### config.mk
export PLATFORM = sky130hd
export DESIGN_NAME = pkt_stream_codec
export DESIGN_NICKNAME = d
export VERILOG_FILES = /design/src/rtl/pkt_codec_pkg.sv /design/src/rtl/pkt_framer.sv /design/src/rtl/pkt_deframer.sv /design/src/rtl/pkt_stream_codec.sv
export SDC_FILE = /design/constraint.sdc
export NUM_CORES = 1
export LEC_CHECK = 0
export ABC_AREA = 1
export BUFFER_PORTS_ARGS = -buffer_cell sky130_fd_sc_hd__buf_2
export CAP_MARGIN = 30
export CORE_MARGIN = 8
export CORE_UTILIZATION = 55
export CTS_CLUSTER_SIZE = 25
export DETAILED_ROUTE_END_ITERATION = 10
export PLACE_DENSITY = 0.84
export SLEW_MARGIN = 5
export SYNTH_ARGS = -nofsm -noshare
export SYNTH_HDL_FRONTEND = slang
export SYNTH_SLANG_ARGS = --single-unit
### constraint.sdc
create_clock -name clk -period 1.78 [get_ports clk]
set_input_delay 0.089 -clock clk [delete_from_list [all_inputs] [get_ports clk]]
set_output_delay 0.089 -clock clk [all_outputs]
set_load 0.05 [all_outputs]
### src/rtl/pkt_codec_pkg.sv
package pkt_codec_pkg;
  localparam int BW = 8;
  typedef logic [BW-1:0] byte_t;

  localparam byte_t K_SOP  = 8'h7A;
  localparam byte_t K_EOP  = 8'h7B;
  localparam byte_t K_CHN  = 8'h7C;
  localparam byte_t K_ESC  = 8'h7D;
  localparam byte_t K_FLIP = 8'h20;
  localparam byte_t K_CH0  = 8'h00;

  typedef enum logic [2:0] {
    FS_IDLE, FS_SOP, FS_CHM, FS_CHN, FS_EOP, FS_ESC, FS_DAT
  } fr_step_e;

  typedef enum logic [1:0] {DS_HUNT, DS_BODY, DS_CHAN, DS_LAST} df_state_e;

  function automatic logic is_reserved(byte_t b);
    return (b == K_SOP) || (b == K_EOP) || (b == K_CHN) || (b == K_ESC);
  endfunction

  function automatic byte_t flip(byte_t b);
    return b ^ K_FLIP;
  endfunction

  // step after the header (or for a non-first beat): end marker, escape or data
  function automatic fr_step_e fr_body(logic last, byte_t b);
    if (last) return FS_EOP;
    if (is_reserved(b)) return FS_ESC;
    return FS_DAT;
  endfunction

  function automatic fr_step_e fr_first(logic first, logic last, byte_t b);
    return first ? FS_SOP : fr_body(last, b);
  endfunction

  function automatic fr_step_e fr_next(fr_step_e s, logic last, byte_t b);
    case (s)
      FS_SOP:  return FS_CHM;
      FS_CHM:  return FS_CHN;
      FS_CHN:  return fr_body(last, b);
      FS_EOP:  return is_reserved(b) ? FS_ESC : FS_DAT;
      FS_ESC:  return FS_DAT;
      default: return FS_IDLE;
    endcase
  endfunction
endpackage

### src/rtl/pkt_framer.sv
module pkt_framer
  import pkt_codec_pkg::*;
(
  input  logic  clk,
  input  logic  rst_n,
  input  logic  in_valid,
  output logic  in_ready,
  input  byte_t in_data,
  input  logic  in_sop,
  input  logic  in_eop,
  output logic  out_valid,
  input  logic  out_ready,
  output byte_t out_byte,
  output logic  marker_slot,
  output logic  esc_slot
);
  fr_step_e st;
  byte_t    held;
  logic     held_last;

  assign out_valid   = (st != FS_IDLE);
  assign in_ready    = (st == FS_IDLE) || ((st == FS_DAT) && out_ready);
  assign marker_slot = (st == FS_SOP) || (st == FS_CHM) || (st == FS_EOP) || (st == FS_ESC);
  assign esc_slot    = (st == FS_ESC);

  always_ff @(posedge clk) begin
    if (!rst_n) begin
      st        <= FS_IDLE;
      held      <= '0;
      held_last <= 1'b0;
    end else if (in_valid && in_ready) begin
      st        <= fr_first(in_sop, in_eop, in_data);
      held      <= in_data;
      held_last <= in_eop;
    end else if (out_valid && out_ready) begin
      st <= fr_next(st, held_last, held);
    end
  end

  always_comb begin
    case (st)
      FS_SOP:  out_byte = K_SOP;
      FS_CHM:  out_byte = K_CHN;
      FS_CHN:  out_byte = K_CH0;
      FS_EOP:  out_byte = K_EOP;
      FS_ESC:  out_byte = K_ESC;
      FS_DAT:  out_byte = is_reserved(held) ? flip(held) : held;
      default: out_byte = '0;
    endcase
  end
endmodule

### src/rtl/pkt_deframer.sv
module pkt_deframer
  import pkt_codec_pkg::*;
(
  input  logic  clk,
  input  logic  rst_n,
  input  logic  in_valid,
  output logic  in_ready,
  input  byte_t in_byte,
  output logic  out_valid,
  input  logic  out_ready,
  output byte_t out_data,
  output logic  out_sop,
  output logic  out_eop,
  output logic  err,
  output logic  hunting
);
  df_state_e st, st_n;
  logic      esc, esc_n;
  logic      first, first_n;
  logic      fire, f_eop, err_n;
  byte_t     f_data;
  logic      take;

  assign in_ready = !out_valid || out_ready;
  assign take     = in_valid && in_ready;
  assign hunting  = (st == DS_HUNT);

  always_comb begin
    st_n    = st;
    esc_n   = esc;
    first_n = first;
    fire    = 1'b0;
    f_eop   = 1'b0;
    f_data  = in_byte;
    err_n   = 1'b0;
    if (take) begin
      case (st)
        DS_HUNT: begin
          if (in_byte == K_SOP) begin
            st_n    = DS_BODY;
            first_n = 1'b1;
            esc_n   = 1'b0;
          end
        end
        DS_BODY: begin
          if (esc) begin
            fire   = 1'b1;
            f_data = flip(in_byte);
            esc_n  = 1'b0;
          end else if (in_byte == K_SOP) begin
            err_n = 1'b1;
            st_n  = DS_HUNT;
          end else if (in_byte == K_EOP) begin
            st_n = DS_LAST;
          end else if (in_byte == K_CHN) begin
            st_n = DS_CHAN;
          end else if (in_byte == K_ESC) begin
            esc_n = 1'b1;
          end else begin
            fire = 1'b1;
          end
        end
        DS_CHAN: begin
          st_n = (in_byte == K_CH0) ? DS_BODY : DS_HUNT;
        end
        default: begin // DS_LAST
          if (esc) begin
            fire   = 1'b1;
            f_eop  = 1'b1;
            f_data = flip(in_byte);
            esc_n  = 1'b0;
            st_n   = DS_HUNT;
          end else if (in_byte == K_ESC) begin
            esc_n = 1'b1;
          end else if (is_reserved(in_byte)) begin
            err_n = 1'b1;
            st_n  = DS_HUNT;
          end else begin
            fire  = 1'b1;
            f_eop = 1'b1;
            st_n  = DS_HUNT;
          end
        end
      endcase
      if (fire) first_n = 1'b0;
    end
  end

  always_ff @(posedge clk) begin
    if (!rst_n) begin
      st        <= DS_HUNT;
      esc       <= 1'b0;
      first     <= 1'b0;
      err       <= 1'b0;
      out_valid <= 1'b0;
      out_data  <= '0;
      out_sop   <= 1'b0;
      out_eop   <= 1'b0;
    end else begin
      st    <= st_n;
      esc   <= esc_n;
      first <= first_n;
      err   <= err_n;
      if (fire) begin
        out_valid <= 1'b1;
        out_data  <= f_data;
        out_sop   <= first;
        out_eop   <= f_eop;
      end else if (out_ready) begin
        out_valid <= 1'b0;
      end
    end
  end
endmodule

### src/rtl/pkt_stream_codec.sv
module pkt_stream_codec
  import pkt_codec_pkg::*;
(
  input  logic       clk,
  input  logic       rst_n,
  input  logic       tx_in_valid,
  output logic       tx_in_ready,
  input  logic [7:0] tx_in_data,
  input  logic       tx_in_sop,
  input  logic       tx_in_eop,
  output logic       tx_out_valid,
  input  logic       tx_out_ready,
  output logic [7:0] tx_out_byte,
  input  logic       rx_in_valid,
  output logic       rx_in_ready,
  input  logic [7:0] rx_in_byte,
  output logic       rx_out_valid,
  input  logic       rx_out_ready,
  output logic [7:0] rx_out_data,
  output logic       rx_out_sop,
  output logic       rx_out_eop,
  output logic       rx_err
);
  logic fr_marker_slot;
  logic fr_esc_slot;
  logic df_hunt;

  pkt_framer u_framer (
    .clk         (clk),
    .rst_n       (rst_n),
    .in_valid    (tx_in_valid),
    .in_ready    (tx_in_ready),
    .in_data     (tx_in_data),
    .in_sop      (tx_in_sop),
    .in_eop      (tx_in_eop),
    .out_valid   (tx_out_valid),
    .out_ready   (tx_out_ready),
    .out_byte    (tx_out_byte),
    .marker_slot (fr_marker_slot),
    .esc_slot    (fr_esc_slot)
  );

  pkt_deframer u_deframer (
    .clk       (clk),
    .rst_n     (rst_n),
    .in_valid  (rx_in_valid),
    .in_ready  (rx_in_ready),
    .in_byte   (rx_in_byte),
    .out_valid (rx_out_valid),
    .out_ready (rx_out_ready),
    .out_data  (rx_out_data),
    .out_sop   (rx_out_sop),
    .out_eop   (rx_out_eop),
    .err       (rx_err),
    .hunting   (df_hunt)
  );
endmodule

==> results.py, run 1 <==
metrics = {
    "drt": {
        "dr.first_iter.drc_count": 91,
        "firstDrtPassIters": 6,
        "vias": 1676,
        "viasPerCell": 5.24,
        "remaining_drc_errors": 0,
        "ant_nets": 0,
        "wire_per_inst_um": 12.3,
        "totalWireLength_mm": 3.93,
    },
    "pwr": {
        "peakVddDrop_v": 0.00180,
        "finalPower_mw": 3.18,
        "p_leak_nw": 0.953,
        "powerDensity_nw_per_um2": 1630,
    },
    "synthesis": {
        "yosysUniqueCellTypes": 31,
        "syn_nets": 265,
        "synth_area_leader_cell": "dfxtp_1",
        "ys_warn_count": 0,
        "post-synth-top-area-fraction": 0.347,
        "ys_ff_latch": 28,
        "syn_area_um2": 1610,
        "seq_area_frac_synth": 0.347,
        "synthCells": 241,
        "synthTopCellsByArea": "dfxtp_1 (35%), nand2_1 (15%), nor2_1 (7.0%)",
        "syn_area_per_cell_um2": 6.70,
    },
    "timing": {
        "layout_min_cycle_time_ns": 1.67,
        "finalSetupViolations": 0,
        "maxSlewViolCount": 0,
        "timing.setup.tns_ns": 0,
        "finClkSkew_ns": 0.0179,
        "worst_pin_slew_ns": 0.417,
        "max_slew_margin": 0.722,
        "clock.fmax_mhz": 598,
        "period_share": 0.940,
        "finalHoldViolCount": 0,
        "layout_setup_ws_ns": 0.107,
    },
    "finish": {
        "antennaDiodeCount": 0,
        "layout_common_cells": "nand2_1 (63), buf_2 (40), nor2_1 (28)",
        "syn_to_final_growth_pct": 21.2,
        "fin_area_um2": 1960,
        "final_nets": 314,
        "drive_gt1_frac": 0.291,
        "layout_commonest_cell": "nand2_1",
        "stdcell_count": 320,
    },
    "cts": {
        "worstSkewPairLatency_ns": 0.33,
        "cts_max_path_buffers": 2,
        "clock_sinks": 28,
        "cts_tree": "built",
        "htreeDepth": 1,
        "cts_made_buffers": 3,
        "path_clk_slew_ns": 0.16,
        "root_buffer": "clkbuf_4",
    },
    "floorplanning": {
        "dieArea_um2": 4920,
        "die_h_um": 70.2,
        "die_x_um": 70.2,
        "core_area_um2": 2780,
        "ioPinCount": 47,
        "num_rows": 19,
        "start_util": 0.580,
    },
    "global_route": {
        "first_global_vias": 1568,
        "antenna_found_initial": 0,
        "grt_remaining_overflow": 0,
        "grt_pass1_wl_mm": 6.58,
        "track_usage": 0.155,
        "grt_max_degree": 19,
    },
    "min_path": {
        "min_from": "rx_out_ready",
        "hold_path_depth": 4,
        "min_delay_worst_endpoint": "u_deframer.out_valid$_SDFFE_PN0P_",
        "hold_class": "primary input to flop",
    },
    "worst_setup_path": {
        "startpoint_type": "flop",
        "r2r_slack_ns": 0.34,
        "cp-end-kind": "primary output",
        "r2r-end": "u_deframer.out_data[1]$_SDFFE_PN0P_",
        "rr_worst_depth": 7,
        "timing.rr.start": "u_deframer.out_valid$_SDFFE_PN0P_",
        "cp.arrival_ns": 1.58,
        "crit_start": "u_framer.st[0]$_SDFFE_PN0P_",
        "worstPathMaxFanout": 8,
        "worstPathRequired_ns": 1.69,
        "worst-setup-path-type": "flop to primary output",
    },
    "flow_run": {
        "drv_cap": 0,
    },
    "placed_design": {
        "pre_cts_ws_ns": 0.283,
        "place_inst": 314,
        "io_buffers": 46,
        "dpl_cell_area_um2": 1850,
        "place.gp.congestion": 0.847,
        "dp_hpwl_mm": 3.13,
    },
    "run_status": {
        "status": "complete, no violations",
    },
}
[metrics by stage]
step | util | hold slack, ns
finish | 0.703 | 0.00325
global route | 0.703 | 0.00482
CTS | 0.689 | 0.00506
detailed placement | 0.665 | 0.334
global placement | 0.665 | 0.325
floorplan | - | 0.206
[routing by layer]
layer / GRT usage / share of wire / up-vias
li1: - / - / 870
met1: 0.165 / 0.40 / 745
met2: 0.279 / 0.51 / 57
met3: 0.0537 / 0.084 / 4
met4: 0.0446 / 0.0074 / 0
met5: 0 / 0 / -
[power breakdown]
group	internal (mW)	switching [mW]	leakage (nW)
registers	0.751	0.111	0.230
logic	0.526	1.38	0.695
clock network	0.228	0.189	0.0279
total	1.51	1.68	0.953
[registers in the layout, indices dropped and copies added, names as in the netlist]
name	flops
u_framer.held_last	1
u_deframer.first	1
u_deframer.st	2
u_deframer.err	1
u_deframer.out_data	8
u_deframer.out_eop	1
u_deframer.out_sop	1
u_framer.st	3
u_framer.held	8
u_deframer.out_valid	1
u_deframer.esc	1
[critical path: stages, from the launching register on]
cell	delay (ns)
dfxtp_4	0.40
inv_4	0.10
nand2_1	0.10
nor2_4	0.14
inv_1	0.09
o211ai_1	0.17
clkbuf_4	0.26
[final cells by class]
class,count,area (µm²)
clock buffer,3,22.5
clock inverter,1,30.0
fill,257,826
inverter,32,123
multi-input combinational,176,902
sequential,28,567
tap,31,38.8
timing repair buffer,49,273
[worst max path at each step]
| stage | endpoint | slack [ns] |
|---|---|---|
| after floorplan | u_deframer.out_data[5]$_SDFFE_PN0P_ | 0.05 |
| after global placement | tx_out_byte[2] | 0.36 |
| after detailed placement | tx_out_byte[2] | 0.28 |
| after CTS | tx_out_byte[4] | 0.006 |
| after global routing | tx_out_byte[4] | -0.02 |
| final | tx_out_byte[1] | 0.11 |
[logic make-up (layout without fill, tap and decap cells)]
family,after synthesis,count (layout),synth area share
and+or+nand+nor,131,131,0.380
xor gates and xnor gates,1,1,0.00543
DFF,28,28,0.347
buffers and inverters,37,85,0.100
AOI/OAI and AO/OA,44,44,0.167
[synth_stat cells (all sizes together)]
library cell,n
a211oi,1
nand2,70
nand3b,1
buf,3
nand4,2
nand3,19
a21boi,1
dfxtp,28
xor2,1
nor3,5
nor4,1
a31oi,2
nor2,32
inv,32
and3,1
clkbuf,2
o21ai,18
o211ai,2
a21oi,20
[timing repair]
action	in CTS	in global routing
hold buffers	1	1
endpoints found under the hold margin	1	1
gates resized for setup	3	13
buffers inserted	0	0
pin swaps	1	1
setup endpoints to repair	7	7
(Power assumes the default switching activity.)
==> run 2, diff against run 1 <==
--- a/config.mk
+++ b/config.mk
@@ -6,8 +6,7 @@
 export NUM_CORES = 1
 export LEC_CHECK = 0
 export ABC_AREA = 1
-export BUFFER_PORTS_ARGS = -buffer_cell sky130_fd_sc_hd__buf_2
-export CAP_MARGIN = 30
+export BUFFER_PORTS_ARGS = -buffer_cell sky130_fd_sc_hd__buf_4
 export CORE_MARGIN = 8
 export CORE_UTILIZATION = 55
 export CTS_CLUSTER_SIZE = 25
==> run 2 against run 1 <==
  * Via count fell by 1.2%
  * Non-clock buffer count fell by 1
  * First-iteration DRC count fell by 45%
  * Highest routed layer unchanged
==> results.py, run 2 (synthesis results as in run 1) <==
metrics = {
    "floorplanning": {
        "ioPinCount": 47,
        "num_rows": 19,
        "start_util": 0.580,
        "die_h_um": 70.2,
        "die_x_um": 70.2,
        "core_area_um2": 2780,
        "dieArea_um2": 4920,
    },
    "pwr": {
        "powerDensity_nw_per_um2": 1590,
        "seqPwrFrac": 0.266,
        "sw_frac_of_total": 0.517,
        "clkPwrFrac": 0.126,
        "p_leak_nw": 0.973,
        "peakVddDrop_v": 0.00187,
        "power_switching_mw": 1.68,
        "p_int_mw": 1.57,
        "pwr-share-comb": 0.607,
    },
    "cts": {
        "cts_made_buffers": 3,
        "root_buffer": "clkbuf_4",
        "clock_sinks": 28,
        "path_clk_slew_ns": 0.15,
        "worstSkewPairLatency_ns": 0.32,
        "cts_setup_buffers": 0,
        "htreeDepth": 1,
        "cts_max_path_buffers": 2,
        "cts_tree": "built",
    },
    "min_path": {
        "hold_class": "primary input to flop",
        "hold_path_depth": 3,
        "min_delay_worst_endpoint": "u_framer.held[5]$_SDFFE_PN0P_",
        "min_from": "tx_in_data[5]",
    },
    "worst_setup_path": {
        "timing.rr.start": "u_deframer.out_valid$_SDFFE_PN0P_",
        "worstPathMaxFanout": 9,
        "max_stage_delay_ns": 0.39,
        "cp.arrival_ns": 1.56,
        "cp.buffers_inverters": 2,
        "worstPathRequired_ns": 1.69,
        "cp-end-kind": "primary output",
        "r2r-end": "u_deframer.out_data[4]$_SDFFE_PN0P_",
        "path_delay_family": "flip-flops",
        "slowest_stage": "dfxtp_4",
        "crit_chain": "inv_2 > nand3_1 > o21ai_0 > nor2_2 > nand2_1 > buf_4",
        "startpoint_type": "flop",
        "worst-setup-path-type": "flop to primary output",
        "rr_worst_depth": 7,
        "r2r_slack_ns": 0.26,
    },
    "drt": {
        "remaining_drc_errors": 0,
        "viasPerCell": 5.19,
        "vias": 1656,
        "totalWireLength_mm": 3.95,
        "ant_nets": 0,
        "wire_per_inst_um": 12.4,
        "firstDrtPassIters": 4,
        "dr.first_iter.drc_count": 50,
    },
    "global_route": {
        "track_usage": 0.157,
        "grt_remaining_overflow": 0,
        "antenna_found_initial": 0,
        "grt_pass1_wl_mm": 6.71,
        "grt_max_degree": 19,
        "first_global_vias": 1561,
    },
    "finish": {
        "antennaDiodeCount": 0,
        "fin_util": 0.737,
        "drive_gt1_frac": 0.288,
        "final_nets": 313,
        "top_regs": "u_deframer.out_data x8, u_framer.held x8, u_framer.st x3",
        "layout_commonest_cell": "nand2_1",
        "syn_to_final_growth_pct": 27.1,
        "layout_common_cells": "nand2_1 (63), buf_4 (46), nor2_1 (28)",
        "stdcell_count": 319,
    },
    "placed_design": {
        "place.gp.congestion": 0.863,
        "dp_hpwl_mm": 3.05,
        "io_buffers": 46,
        "place_inst": 313,
    },
    "timing": {
        "layout_min_cycle_time_ns": 1.65,
        "period_share": 0.924,
        "worst_pin_slew_ns": 0.409,
        "finClkSkew_ns": 0.00951,
        "maxSlewViolCount": 0,
        "max_slew_margin": 0.727,
        "clock.fmax_mhz": 608,
        "finalSetupViolations": 0,
        "finalHoldViolCount": 0,
    },
    "flow_run": {
        "drv_cap": 0,
    },
    "run_status": {
        "status": "complete, no violations",
    },
}
## run 2: cell types whose count changed in the layout (fill, tap and decap cells not counted)
| cell | previous run | this run |
|---|---|---|
| buf_4 | 2 | 46 |
| buf_2 | 40 | 0 |
| clkbuf_4 | 8 | 3 |
| dfxtp_4 | 1 | 2 |
| o21ai_1 | 6 | 5 |
| dfxtp_2 | 2 | 1 |
| o21ai_0 | 10 | 11 |
## run 2: final cells by class
cell class | count | area, µm²
Inverter | 32 | 123
Timing Repair Buffer | 48 | 365
Sequential cell | 28 | 569
Multi-Input combinational cell | 176 | 902
Clock buffer | 3 | 22.5
Clock inverter | 1 | 30.0
Tap cell | 31 | 38.8
Fill cell | 241 | 731
## run 2: worst register-to-register path, stage by stage (launching register included)
cell     delay [ns]
dfxtp_1        0.35
nand2_2        0.09
nand2_1        0.12
nor2_2         0.19
nand3_2        0.25
inv_2          0.25
nand2_1        0.07
a21oi_1        0.13
## run 2: repair_timing
| item | CTS | global route |
|---|---|---|
| hold buffers | 2 | 0 |
| pin swaps | 1 | 1 |
| resized for setup | 3 | 6 |
| cloned | 0 | 0 |
| hold endpoints to repair | 2 | 0 |
| setup endpoints to repair | 3 | 6 |
## run 2: metal layers
metal | up-vias | track usage | share of wire
met3 | 2 | 0.0438 | 0.064
met5 | - | 0 | 0
met1 | 739 | 0.180 | 0.43
met4 | 0 | 0.0335 | 0.0046
met2 | 45 | 0.279 | 0.50
li1 | 870 | - | -
## run 2: worst max-delay path by stage
stage                                      startpoint                                   to  slack, ns  cells after the start
floorplan           u_deframer.out_valid$_SDFFE_PN0P_  u_deframer.out_data[5]$_SDFFE_PN0P_       0.05                      8
global placement    u_deframer.out_valid$_SDFFE_PN0P_      u_deframer.out_sop$_SDFFE_PN0P_       0.32                      7
detailed placement  u_deframer.out_valid$_SDFFE_PN0P_      u_deframer.out_sop$_SDFFE_PN0P_       0.30                      7
CTS                       u_framer.st[1]$_SDFFE_PN0P_                       tx_out_byte[5]       0.03                      6
global route              u_framer.st[2]$_SDFFE_PN0P_                       tx_out_byte[5]     -0.006                      6
finish                    u_framer.st[2]$_SDFFE_PN0P_                       tx_out_byte[5]       0.13                      6
## run 2: stage by stage
step / total power, mW / TNS [ns] / setup slack [ns] / hold slack (ns) / area [µm²]
3_5_place_dp: 2.81 / 0 / 0.298 / 0.340 / 1960
5_1_grt: 3.47 / -0.00579 / -0.00579 / 0.00629 / 2050
4_1_cts: 3.24 / 0 / 0.0288 / 0.00904 / 2030
3_3_place_gp: 2.79 / 0 / 0.321 / 0.325 / 1960
2_1_floorplan: 2.33 / 0 / 0.0492 / 0.206 / 1610
6_report: 3.26 / 0 / 0.135 / 0.0131 / 2050
## run 2: power by group through the flow
stage / clock network (mW) / logic [mW] / registers (mW)
after floorplan: 0 / 1.46 / 0.864
after global placement: 0 / 1.94 / 0.857
after detailed placement: 0 / 1.95 / 0.861
after CTS: 0.417 / 1.97 / 0.851
after global routing: 0.446 / 2.14 / 0.884
final: 0.412 / 1.98 / 0.868
==> run 3, diff against run 2 <==
--- a/config.mk
+++ b/config.mk
@@ -7,11 +7,11 @@
 export LEC_CHECK = 0
 export ABC_AREA = 1
 export BUFFER_PORTS_ARGS = -buffer_cell sky130_fd_sc_hd__buf_4
-export CORE_MARGIN = 8
 export CORE_UTILIZATION = 55
 export CTS_CLUSTER_SIZE = 25
 export DETAILED_ROUTE_END_ITERATION = 10
 export PLACE_DENSITY = 0.84
+export RECOVER_POWER = 100
 export SLEW_MARGIN = 5
 export SYNTH_ARGS = -nofsm -noshare
 export SYNTH_HDL_FRONTEND = slang
==> constraint.sdc (replaced) <==
create_clock -name clk -period 2.1 [get_ports clk]
set_input_delay 0.105 -clock clk [delete_from_list [all_inputs] [get_ports clk]]
set_output_delay 0.105 -clock clk [all_outputs]
set_load 0.05 [all_outputs]
==> run 3 against run 2 <==
  * Combinational power fell by 24%
  * Sequential share of layout area is 1.7 points higher
  * Sequential power is 17% lower
  * Non-clock buffer count down 2
==> results.py, run 3 (synthesis results as in run 1) <==
metrics = {
    "timing": {
        "layout_min_cycle_time_ns": 1.84,
        "maxSlewViolCount": 0,
        "max_slew_margin": 0.600,
        "layout_setup_ws_ns": 0.262,
        "timing.hold.ws_ns": 0.00715,
        "timing.setup.tns_ns": 0,
        "period_share": 0.875,
        "worst_pin_slew_ns": 0.602,
        "grt_setup_unrepaired": "no",
        "finalSetupViolations": 0,
        "clock.fmax_mhz": 544,
        "finalHoldViolCount": 0,
        "finClkSkew_ns": 0.00453,
    },
    "cts": {
        "clock_sinks": 28,
        "cts_made_buffers": 3,
        "cts_setup_buffers": 0,
        "path_clk_slew_ns": 0.15,
        "hold_buffers": 0,
        "htreeDepth": 1,
        "cts_max_path_buffers": 2,
        "cts_tree": "built",
        "root_buffer": "clkbuf_4",
        "cts_resized": 0,
        "worstSkewPairLatency_ns": 0.33,
    },
    "worst_setup_path": {
        "r2r_slack_ns": 0.28,
        "worstPathRequired_ns": 2.00,
        "worstPathMaxFanout": 9,
        "rr_worst_depth": 6,
        "worstSetupEndpoint": "tx_out_byte[6]",
        "cp-end-kind": "primary output",
        "crit_start": "u_framer.st[2]$_SDFFE_PN0P_",
        "r2r-end": "u_deframer.out_data[5]$_SDFFE_PN0P_",
        "cp.arrival_ns": 1.73,
        "startpoint_type": "flop",
        "worst-setup-path-type": "flop to primary output",
        "timing.rr.start": "u_deframer.esc$_SDFFE_PN0P_",
    },
    "drt": {
        "totalWireLength_mm": 3.49,
        "firstDrtPassIters": 4,
        "wire_per_inst_um": 11.0,
        "viasPerCell": 5.18,
        "dr.first_iter.drc_count": 86,
        "ant_nets": 0,
        "vias": 1642,
        "remaining_drc_errors": 0,
    },
    "pwr": {
        "peakVddDrop_v": 0.00143,
        "p_leak_nw": 0.885,
        "pwr-share-comb": 0.585,
        "sw_frac_of_total": 0.532,
        "seqPwrFrac": 0.279,
        "power_switching_mw": 1.37,
        "powerDensity_nw_per_um2": 1360,
        "clkPwrFrac": 0.137,
        "p_int_mw": 1.21,
        "finalPower_mw": 2.58,
    },
    "run_status": {
        "status": "complete, no violations",
    },
    "placed_design": {
        "place_inst": 313,
        "place.gp.congestion": 0.913,
        "dpl_cell_area_um2": 1960,
        "dp_hpwl_mm": 2.78,
        "pre_cts_ws_ns": 0.599,
        "io_buffers": 46,
    },
    "flow_run": {
        "drv_cap": 0,
    },
    "floorplanning": {
        "start_util": 0.585,
        "num_rows": 19,
        "ioPinCount": 47,
        "dieArea_um2": 3160,
        "die_h_um": 56.2,
        "core_area_um2": 2760,
        "die_x_um": 56.2,
    },
    "global_route": {
        "track_usage": 0.240,
        "first_global_vias": 1463,
        "grt_pass1_wl_mm": 6.08,
        "grt_remaining_overflow": 0,
        "grt_max_degree": 19,
        "antenna_found_initial": 0,
    },
    "finish": {
        "layout_commonest_cell": "nand2_1",
        "top_regs": "u_deframer.out_data x8, u_framer.held x8, u_framer.st x3",
        "drive_gt1_frac": 0.199,
        "syn_to_final_growth_pct": 17.8,
        "fin_area_um2": 1900,
        "stdcell_count": 317,
        "final_nets": 311,
        "antennaDiodeCount": 0,
        "num-fill-cells": 275,
        "layout_common_cells": "nand2_1 (64), nor2_1 (30), inv_1 (28), dfxtp_1 (28), buf_4 (25)",
        "fin_util": 0.689,
    },
    "min_path": {
        "hold_class": "primary input to flop",
        "hold_path_depth": 3,
    },
}
==> run 3: changes by cell type in the layout (fill, tap and decap cells not counted), moves of 3 or more <==
cell / change
clkbuf_1: +15
buf_4: -21
clkbuf_2: +5
dfxtp_1: +3
o21ai_0: +4
o21ai_1: -3
==> run 3: layout make-up <==
cell class / count / area, µm² / share of cell area
inverter: 32 / 120 / 0.0632
multi-input combinational: 176 / 852 / 0.448
tap: 31 / 38.8 / 0.0204
timing repair buffer: 46 / 277 / 0.145
clock inverter: 1 / 30.0 / 0.0158
clock buffer: 3 / 22.5 / 0.0118
sequential: 28 / 561 / 0.295
==> run 3: critical path, cell delays in order (launching register included) <==
cell,delay (ns)
dfxtp_1,0.45
inv_2,0.12
nand3_1,0.12
o21ai_0,0.16
nor2_1,0.24
nand2_1,0.08
clkbuf_2,0.24
==> run 3: worst min-delay path by stage <==
stage	end	startpoint	slack [ns]
final	u_framer.held[0]$_SDFFE_PN0P_	tx_in_data[0]	0.007
after global routing	u_framer.held[0]$_SDFFE_PN0P_	tx_in_data[0]	0.009
after CTS	u_framer.held[0]$_SDFFE_PN0P_	tx_in_data[0]	0.003
after detailed placement	u_framer.held[6]$_SDFFE_PN0P_	tx_in_data[6]	0.36
after global placement	u_framer.held[0]$_SDFFE_PN0P_	tx_in_data[0]	0.34
after floorplan	u_framer.held[2]$_SDFFE_PN0P_	rst_n	0.22
==> run 3: routing by layer <==
metal / up-vias / global-route usage / part of all wire
li1: 868 / - / -
met2: 41 / 0.427 / 0.51
met3: 4 / 0.0372 / 0.036
met5: - / 0 / 0
met1: 729 / 0.292 / 0.44
met4: 0 / 0.0836 / 0.010
==> run 3: power by group through the flow <==
stage               clock (mW)  sequential (mW)  combinational [mW]
global route             0.377            0.735                1.63
CTS                      0.358            0.717                1.65
floorplan                    0            0.733                1.24
finish                   0.352            0.718                1.51
global placement             0            0.725                1.63
detailed placement           0            0.730                1.65
